**src/rtl/ccr_pkg.sv**
```systemverilog
package ccr_pkg;
    localparam int DATA_W = 32;
    localparam int FLAG_W = 5;

    typedef enum logic [2:0] {
        OPC_MOVE = 3'd0,
        OPC_CMP  = 3'd1,
        OPC_SUB  = 3'd2,
        OPC_ADD  = 3'd3,
        OPC_ADDR = 3'd4,
        OPC_SWAP = 3'd5,
        OPC_LOAD = 3'd6,
        OPC_NONE = 3'd7
    } op_class_e;

    typedef struct packed {
        logic x;
        logic n;
        logic z;
        logic v;
        logic c;
    } flags_t;

    typedef struct packed {
        flags_t flags;
    } ccr_state_t;
endpackage

```
**src/rtl/ccr_size_view.sv**
```systemverilog
module ccr_size_view
    import ccr_pkg::*;
#(
    parameter int W = DATA_W
) (
    input  logic [W-1:0] val,
    input  logic [1:0]   size,
    output logic         msb,
    output logic         zero
);
    always_comb begin
        unique case (size)
            2'd0: begin
                msb  = val[7];
                zero = (val[7:0] == 8'd0);
            end
            2'd1: begin
                msb  = val[15];
                zero = (val[15:0] == 16'd0);
            end
            default: begin
                msb  = val[W-1];
                zero = (val == '0);
            end
        endcase
    end
endmodule

```
**src/rtl/ccr_carry_logic.sv**
```systemverilog
module ccr_carry_logic (
    input  logic s_msb,
    input  logic d_msb,
    input  logic r_msb,
    input  logic is_sub,
    output logic carry,
    output logic ovf
);
    always_comb begin
        if (is_sub) begin
            carry = (s_msb & ~d_msb) | (r_msb & ~d_msb) | (s_msb & r_msb);
            ovf   = (~s_msb & d_msb & ~r_msb) | (s_msb & ~d_msb & r_msb);
        end else begin
            carry = (s_msb & d_msb) | (~r_msb & d_msb) | (s_msb & ~r_msb);
            ovf   = (s_msb & d_msb & ~r_msb) | (~s_msb & ~d_msb & r_msb);
        end
    end
endmodule

```
**src/rtl/ccr_update.sv**
```systemverilog
module ccr_update
    import ccr_pkg::*;
(
    input  logic              clk,
    input  logic              rst_n,
    input  logic              op_valid,
    input  logic [2:0]        op_class,
    input  logic [1:0]        op_size,
    input  logic [DATA_W-1:0] src_val,
    input  logic [DATA_W-1:0] dst_val,
    input  logic [DATA_W-1:0] res_val,
    output logic [FLAG_W-1:0] ccr
);
    localparam int NVIEW = 3;

    ccr_state_t state_d, state_q;
    logic [DATA_W-1:0] view_val [NVIEW];
    logic [NVIEW-1:0]  view_msb;
    logic [NVIEW-1:0]  view_zero;
    logic              arith_c, arith_v, is_sub;
    op_class_e         opc;

    assign opc         = op_class_e'(op_class);
    assign view_val[0] = src_val;
    assign view_val[1] = dst_val;
    assign view_val[2] = res_val;

    for (genvar g = 0; g < NVIEW; g++) begin : g_view
        ccr_size_view #(.W(DATA_W)) u_view (
            .val  (view_val[g]),
            .size (op_size),
            .msb  (view_msb[g]),
            .zero (view_zero[g])
        );
    end

    assign is_sub = (opc != OPC_ADD);

    ccr_carry_logic u_carry (
        .s_msb  (view_msb[0]),
        .d_msb  (view_msb[1]),
        .r_msb  (view_msb[2]),
        .is_sub (is_sub),
        .carry  (arith_c),
        .ovf    (arith_v)
    );

    always_comb begin
        state_d = state_q;
        if (op_valid) begin
            unique case (opc)
                OPC_MOVE: begin
                    state_d.flags.n = view_msb[2];
                    state_d.flags.z = view_zero[2];
                    state_d.flags.v = 1'b0;
                    state_d.flags.c = 1'b0;
                end
                OPC_CMP: begin
                    state_d.flags.n = view_msb[2];
                    state_d.flags.z = view_zero[2];
                    state_d.flags.v = arith_v;
                    state_d.flags.c = arith_c;
                end
                OPC_SUB, OPC_ADD: begin
                    state_d.flags.x = arith_c;
                    state_d.flags.n = view_msb[2];
                    state_d.flags.z = view_zero[2];
                    state_d.flags.v = arith_v;
                    state_d.flags.c = arith_c;
                end
                OPC_SWAP: begin
                    state_d.flags.n = res_val[DATA_W-1];
                    state_d.flags.z = (res_val == '0);
                    state_d.flags.v = 1'b0;
                    state_d.flags.c = 1'b0;
                end
                OPC_LOAD: begin
                    state_d.flags = flags_t'(src_val[FLAG_W-1:0]);
                end
                default: begin
                    state_d = state_q;
                end
            endcase
        end
    end

    always_ff @(posedge clk or negedge rst_n) begin
        if (!rst_n) begin
            state_q <= '0;
        end else begin
            state_q <= state_d;
        end
    end

    assign ccr = state_q.flags;

    a_r1_move_clears_vc: assert property (@(posedge clk) disable iff (!rst_n)
        (op_valid && op_class == 3'd0) |=> (ccr[1:0] == 2'b00 && ccr[4] == $past(ccr[4])));

    a_r3_cmp_keeps_x: assert property (@(posedge clk) disable iff (!rst_n)
        (op_valid && op_class == 3'd1) |=> (ccr[4] == $past(ccr[4])));

    a_r4_sub_x_follows_c: assert property (@(posedge clk) disable iff (!rst_n)
        (op_valid && (op_class == 3'd2 || op_class == 3'd3)) |=> (ccr[4] == ccr[0]));

    a_r6_addr_no_change: assert property (@(posedge clk) disable iff (!rst_n)
        (op_valid && op_class == 3'd4) |=> $stable(ccr));

    a_r7_swap_clears_vc: assert property (@(posedge clk) disable iff (!rst_n)
        (op_valid && op_class == 3'd5) |=> (ccr[1:0] == 2'b00 && ccr[4] == $past(ccr[4])));

    a_r8_load_copies: assert property (@(posedge clk) disable iff (!rst_n)
        (op_valid && op_class == 3'd6) |=> (ccr == $past(src_val[4:0])));

    a_r9_idle_holds: assert property (@(posedge clk) disable iff (!rst_n)
        (!op_valid || op_class == 3'd7) |=> $stable(ccr));

    a_r10_reset_clear: assert property (@(posedge clk)
        !rst_n |-> (ccr == 5'd0));
endmodule

```
**config.mk**
```make
export PLATFORM = sky130hd
export DESIGN_NAME = ccr_update
export DESIGN_NICKNAME = d
export VERILOG_FILES = /design/src/rtl/ccr_pkg.sv /design/src/rtl/ccr_size_view.sv /design/src/rtl/ccr_carry_logic.sv /design/src/rtl/ccr_update.sv
export SDC_FILE = /design/constraint.sdc
export NUM_CORES = 1
export LEC_CHECK = 0
export BUFFER_PORTS_ARGS = -buffer_cell sky130_fd_sc_hd__buf_2
export CAP_MARGIN = 40
export CORE_MARGIN = 5
export CORE_UTILIZATION = 36
export CTS_CLUSTER_DIAMETER = 80
export CTS_CLUSTER_SIZE = 40
export DETAILED_ROUTE_END_ITERATION = 12
export PLACE_DENSITY = 0.91
export SYNTH_ARGS = -nofsm -noshare
export SYNTH_HDL_FRONTEND = slang
export SYNTH_HIERARCHICAL = 1
export SYNTH_SLANG_ARGS = --single-unit
```
**constraint.sdc**
```tcl
create_clock -name clk -period 1.61 [get_ports clk]
set_clock_uncertainty 0.05 [all_clocks]
set_input_delay 0.322 -clock clk [delete_from_list [all_inputs] [get_ports clk]]
set_output_delay 0.322 -clock clk [all_outputs]
set_load 0.01 [all_outputs]
```
# ---- After elaboration in Yosys (flattened, before gate mapping)
# Cells that the tools add are included.
dict set report word_totals {
  reg_bits 5
  input_bits 104
  output_inout_bits 5
  wordCells 52
}
dict set report op_classes {
  eq_ne 7
  muxes 8
  bitwise 21
  reduce_logical 11
}
# op n
set op_table {}
lappend op_table {{zero test 32 bit} 1}
lappend op_table {{zero test 16 bit} 1}
lappend op_table {{case mux 4 bit (4 select lines)} 1}
lappend op_table {{AND 1 bit} 12}
lappend op_table {{case mux 1 bit (2 select lines)} 5}
lappend op_table {{zero test 8 bit} 1}
lappend op_table {{equality test 3 x 2 -> 1 bit (second input constant)} 2}
lappend op_table {{equality test 3 bit (second input constant)} 2}
lappend op_table {{bitwise OR 1 bit} 6}
lappend op_table {{AND reduction 2 bit} 2}
lappend op_table {{nonzero test 4 bit} 1}
lappend op_table {{equality test 3 x 1 -> 1 bit (second input constant)} 1}
lappend op_table {{zero test 3 bit} 1}
lappend op_table {{!= test 3 x 2 -> 1 bit (second input constant)} 1}
lappend op_table {{inverter 1 bit} 3}
lappend op_table {{OR reduction 3 bit} 1}
lappend op_table {{equality test 2 x 1 -> 1 bit (second input constant)} 1}
lappend op_table {{zero test 2 bit} 1}
lappend op_table {{two-way mux 1 bit} 2}
lappend op_table {{nonzero test 2 bit} 1}
lappend op_table {{OR reduction 2 bit} 1}

# ---- Logic depth before layout (Yosys ltp)
dict set report depth {
  depth_word 8
  depth_mapped 10
  ltp_nobuf 9
}

# ---- By module
# Netlist, hierarchy kept.
# module instances cells_per_inst area_each_um2 seq_area_each_um2
set modules_own_cells {}
lappend modules_own_cells {ccr_update 1 55 446.7 125.1}
lappend modules_own_cells {ccr_size_view 3 16 135.1 0.0}
lappend modules_own_cells {ccr_carry_logic 1 9 57.6 0.0}

# ---- Worst setup path after synthesis
# OpenSTA, ideal clock, no wires.
dict set report synth_path {
  path_kind {input port to flip-flop}
  start {in op_size[0]}
  end {reg state_q (netlist bit ccr[0])}
  setup_ns 0.130
  arrival_time_ns 1.598
  required_time_ns 1.430
  setup_slack_ns -0.168
  stages 9
  n_path_buf 0
  path_cell_list {mux2i_1 -> o21ai_1 -> nor2b_1 -> a211oi_1 -> a21oi_1 -> nor2b_1 -> a21o_1 -> a22oi_1 -> a21oi_1}
}
dict set report synth_between {
  elab_chain_len 8
  word_cells_on_any_way 19
  classes_between {1 x eq/ne; 5 x mux; 12 x bitwise; 1 x reduce/logical}
}
# element line
set synth_rtl {}
lappend synth_rtl {{start: declaration} ccr_update.sv:8} ;# input logic [1:0] op_size,
lappend synth_rtl {{equality test 2 x 1 -> 1 bit or zero test 2 bit (tied branches)} ccr_size_view.sv:12} ;# unique case (size)
lappend synth_rtl {{case mux 1 bit (2 select lines) *} ccr_size_view.sv:12}
lappend synth_rtl {{net view_msb[2]} ccr_update.sv:18} ;# logic [NVIEW-1:0] view_msb;
lappend synth_rtl {{inverter 1 bit} ccr_carry_logic.sv:14} ;# carry = (s_msb & d_msb) | (~r_msb & d_msb) | (s_msb & ~r_msb);
lappend synth_rtl {{AND 1 bit} ccr_carry_logic.sv:14}
lappend synth_rtl {{bitwise OR 1 bit (2 in series)} ccr_carry_logic.sv:14}
lappend synth_rtl {{two-way mux 1 bit *} ccr_carry_logic.sv:10} ;# if (is_sub) begin
lappend synth_rtl {{net arith_c} ccr_update.sv:20} ;# logic arith_c, arith_v, is_sub;
lappend synth_rtl {{case mux 4 bit (4 select lines) *} ccr_update.sv:51} ;# unique case (opc)
lappend synth_rtl {{end signal: assignment} ccr_update.sv:91} ;# state_q <= state_d;
lappend synth_rtl {{end: declaration} ccr_update.sv:16} ;# ccr_state_t state_d, state_q;
# Mark *: on every way through the listed nets, which the timed path passes. The rest lies on a longest branch.
# A chain may end at the register's enable or synchronous reset.

# ---- Final worst setup path
# Same ends and word-level chain as after synthesis.

==> flow_summary.json <==
{
  "status": "finished with violations",
  "violations": "setup timing",
  "post-route-min-period_ps": 1630,
  "top_layer": "met4",
  "diodes": 0,
  "via_per_inst": 5.403,
  "drc": 0,
  "crit_type": "input pin to flip-flop",
  "drive_gt1_share_pct": 54.49,
  "met1_length_um": 872,
  "dr.pass1.iters": 4,
  "max_slew_margin_pct": 79.62,
  "fin_area_sq_mm": 0.001147,
  "dp_hpwl_um": 2138,
  "wl_met2_um": 1389,
  "crit_slowest_cell": "o21ai_2",
  "crit_path_start": "op_size[0]",
  "cap_viol_max_count": 0,
  "slowest_delay_ps": 250,
  "antenna_found_initial": 0,
  "nets": 261,
  "startpoint_type": "input pin",
  "die_h_um": 53.36,
  "wl_met3_um": 204,
  "worst_setup_path_end_kind": "flip-flop",
  "ant_nets": 0,
  "clock_latency_ps": 240,
  "cts_made_buffers": 3,
  "core_area_sq_mm": 0.001764,
  "die_x_um": 53.36,
  "fin_ws_ps": -19.87,
  "numPortBuffers": 55,
  "grt_setup_unrepaired": "true",
  "grt_pass1_wl_um": 4064,
  "drv_slew": 0,
  "dpl_worst_slack_ps": -272.4,
  "grt_max_degree": 11,
  "timing.critical_path.mode_cell": "a21oi_1",
  "path_delay_family": "compound AO/OA/AOI/OAI gates",
  "p_total_uw": 600.6,
  "fillCellCount": 170,
  "grt.total_usage_pct": 19.33,
  "cts_sinks": 5,
  "ir_drop_mv": 0.2083,
  "cp.required_ps": 1680,
  "cts_buffer_depth": 2,
  "max_freq_mhz": 613.5,
  "power.density_mw_per_mm2": 523.5,
  "wl_per_cell_um": 14.04,
  "area_growth_pct": 69.50,
  "path_cells": "buf_8, mux2i_1, o21ai_2, nor2b_1, a211oi_1, a21oi_1, nor2b_4, a21o_1, a22oi_1, a21oi_1",
  "hold_violations": 0,
  "gr-total-overflow": 0,
  "drt-total-wl_um": 2542,
  "clkTransAtPathRegs_ps": 40,
  "io-pin-count": 109,
  "syn_avg_cell_area_sq_um": 7.871,
  "worstHoldStart": "op_valid",
  "cts_root_buffer": "clkbuf_4",
  "critPathBufInv": 1,
  "drt_iter0_markers": 14,
  "cp.arrival_ps": 1700,
  "hold_slack_ps": 239.7,
  "grt_pass1_vias": 1014,
  "cts_tree": "built",
  "p_leak_uw": 0.0005377,
  "reg2reg_from": "ccr[4]",
  "yosys_warnings": 6,
  "finalWeightedCongestion": 0.8606,
  "syn_area_sq_um": 676.9,
  "rows": 15,
  "setup_violations": 1,
  "timing.final.crit_share_pct": 101.2,
  "hold_class": "input pin to flip-flop",
  "syn_inst": 86,
  "htree_levels": 1,
  "design.die.area_sq_mm": 0.002847,
  "worst_slew_pin_slew_ps": 302.9,
  "placed_area_sq_mm": 0.001055,
  "start_util_pct": 38.37,
  "largest_reg_flops": 5,
  "route.vias.total": 978,
  "critPathMaxFanout": 5,
  "synth_nets": 190
}
-- cells in the final DEF (no fill, tap or decap), types with 2 or more instances in the layout --
master	count
a21o_1	2
a21oi_1	4
buf_2	54
buf_4	13
clkbuf_4	3
dfrtp_1	5
inv_1	3
mux2i_1	5
nand2_1	8
nand3_1	2
nand4_1	3
nor2_1	3
nor2b_1	5
nor2b_4	2
nor3b_1	3
nor4_1	7
nor4_2	7
o21ai_0	4
o21ai_2	2
o22ai_1	3
-- routing by layer --
| metal | vias to the layer above | GRT usage, % |
|---|---|---|
| li1 | 478 | - |
| met5 | - | 0 |
| met3 | 9 | 3.662 |
| met1 | 447 | 17.97 |
| met2 | 44 | 38.16 |
| met4 | 0 | 10.64 |
-- per-stage QoR --
stage | setup TNS [ps] | cells | utilization (%)
detailed placement | -587.3 | 174 | 59.79
CTS | 0 | 182 | 64.68
global placement | -422.8 | 174 | 59.79
floorplan | -43.36 | 86 | -
global route | -56.05 | 181 | 65.04
finish | -19.87 | 181 | 65.04
-- final cells by class --
type                    instances  area, sq um  share of cell area, %
multi-input cells              75        560.5                  48.86
flip-flops and latches          5        125.1                  10.91
well taps                      25        31.28                  2.726
repair buffers                 69        392.9                  34.24
clock buffers                   4        26.28                  2.290
inverters                       3        11.26                 0.9815
-- what timing repair did --
| action | 4_1_cts | 5_1_grt |
|---|---|---|
| resized for setup | 7 | 3 |
| pin swaps | 5 | 6 |
| gates cloned | 0 | 0 |
| hold buffers | 1 | 0 |
| hold endpoints to repair | 5 | 0 |
| buffers inserted | 3 | 0 |
| endpoints found under the setup margin | 1 | 2 |
-- power breakdown --
group	internal, uW	switching, uW
registers	149	12.3
clock network	93.7	51.7
logic	154	140
total	397	204
-- final timing paths --
check	endpoint	slack (ps)	depth (start not counted)
setup / recovery	ccr[0]	-20	10
hold / removal	ccr[2]	240	2
setup reg to reg	ccr[4]	830	2
hold reg to reg	ccr[1]	470	2
max in group asynchronous	ccr[3]	1000	2
min in group asynchronous	ccr[4]	390	2
(Power assumes the default switching activity.)
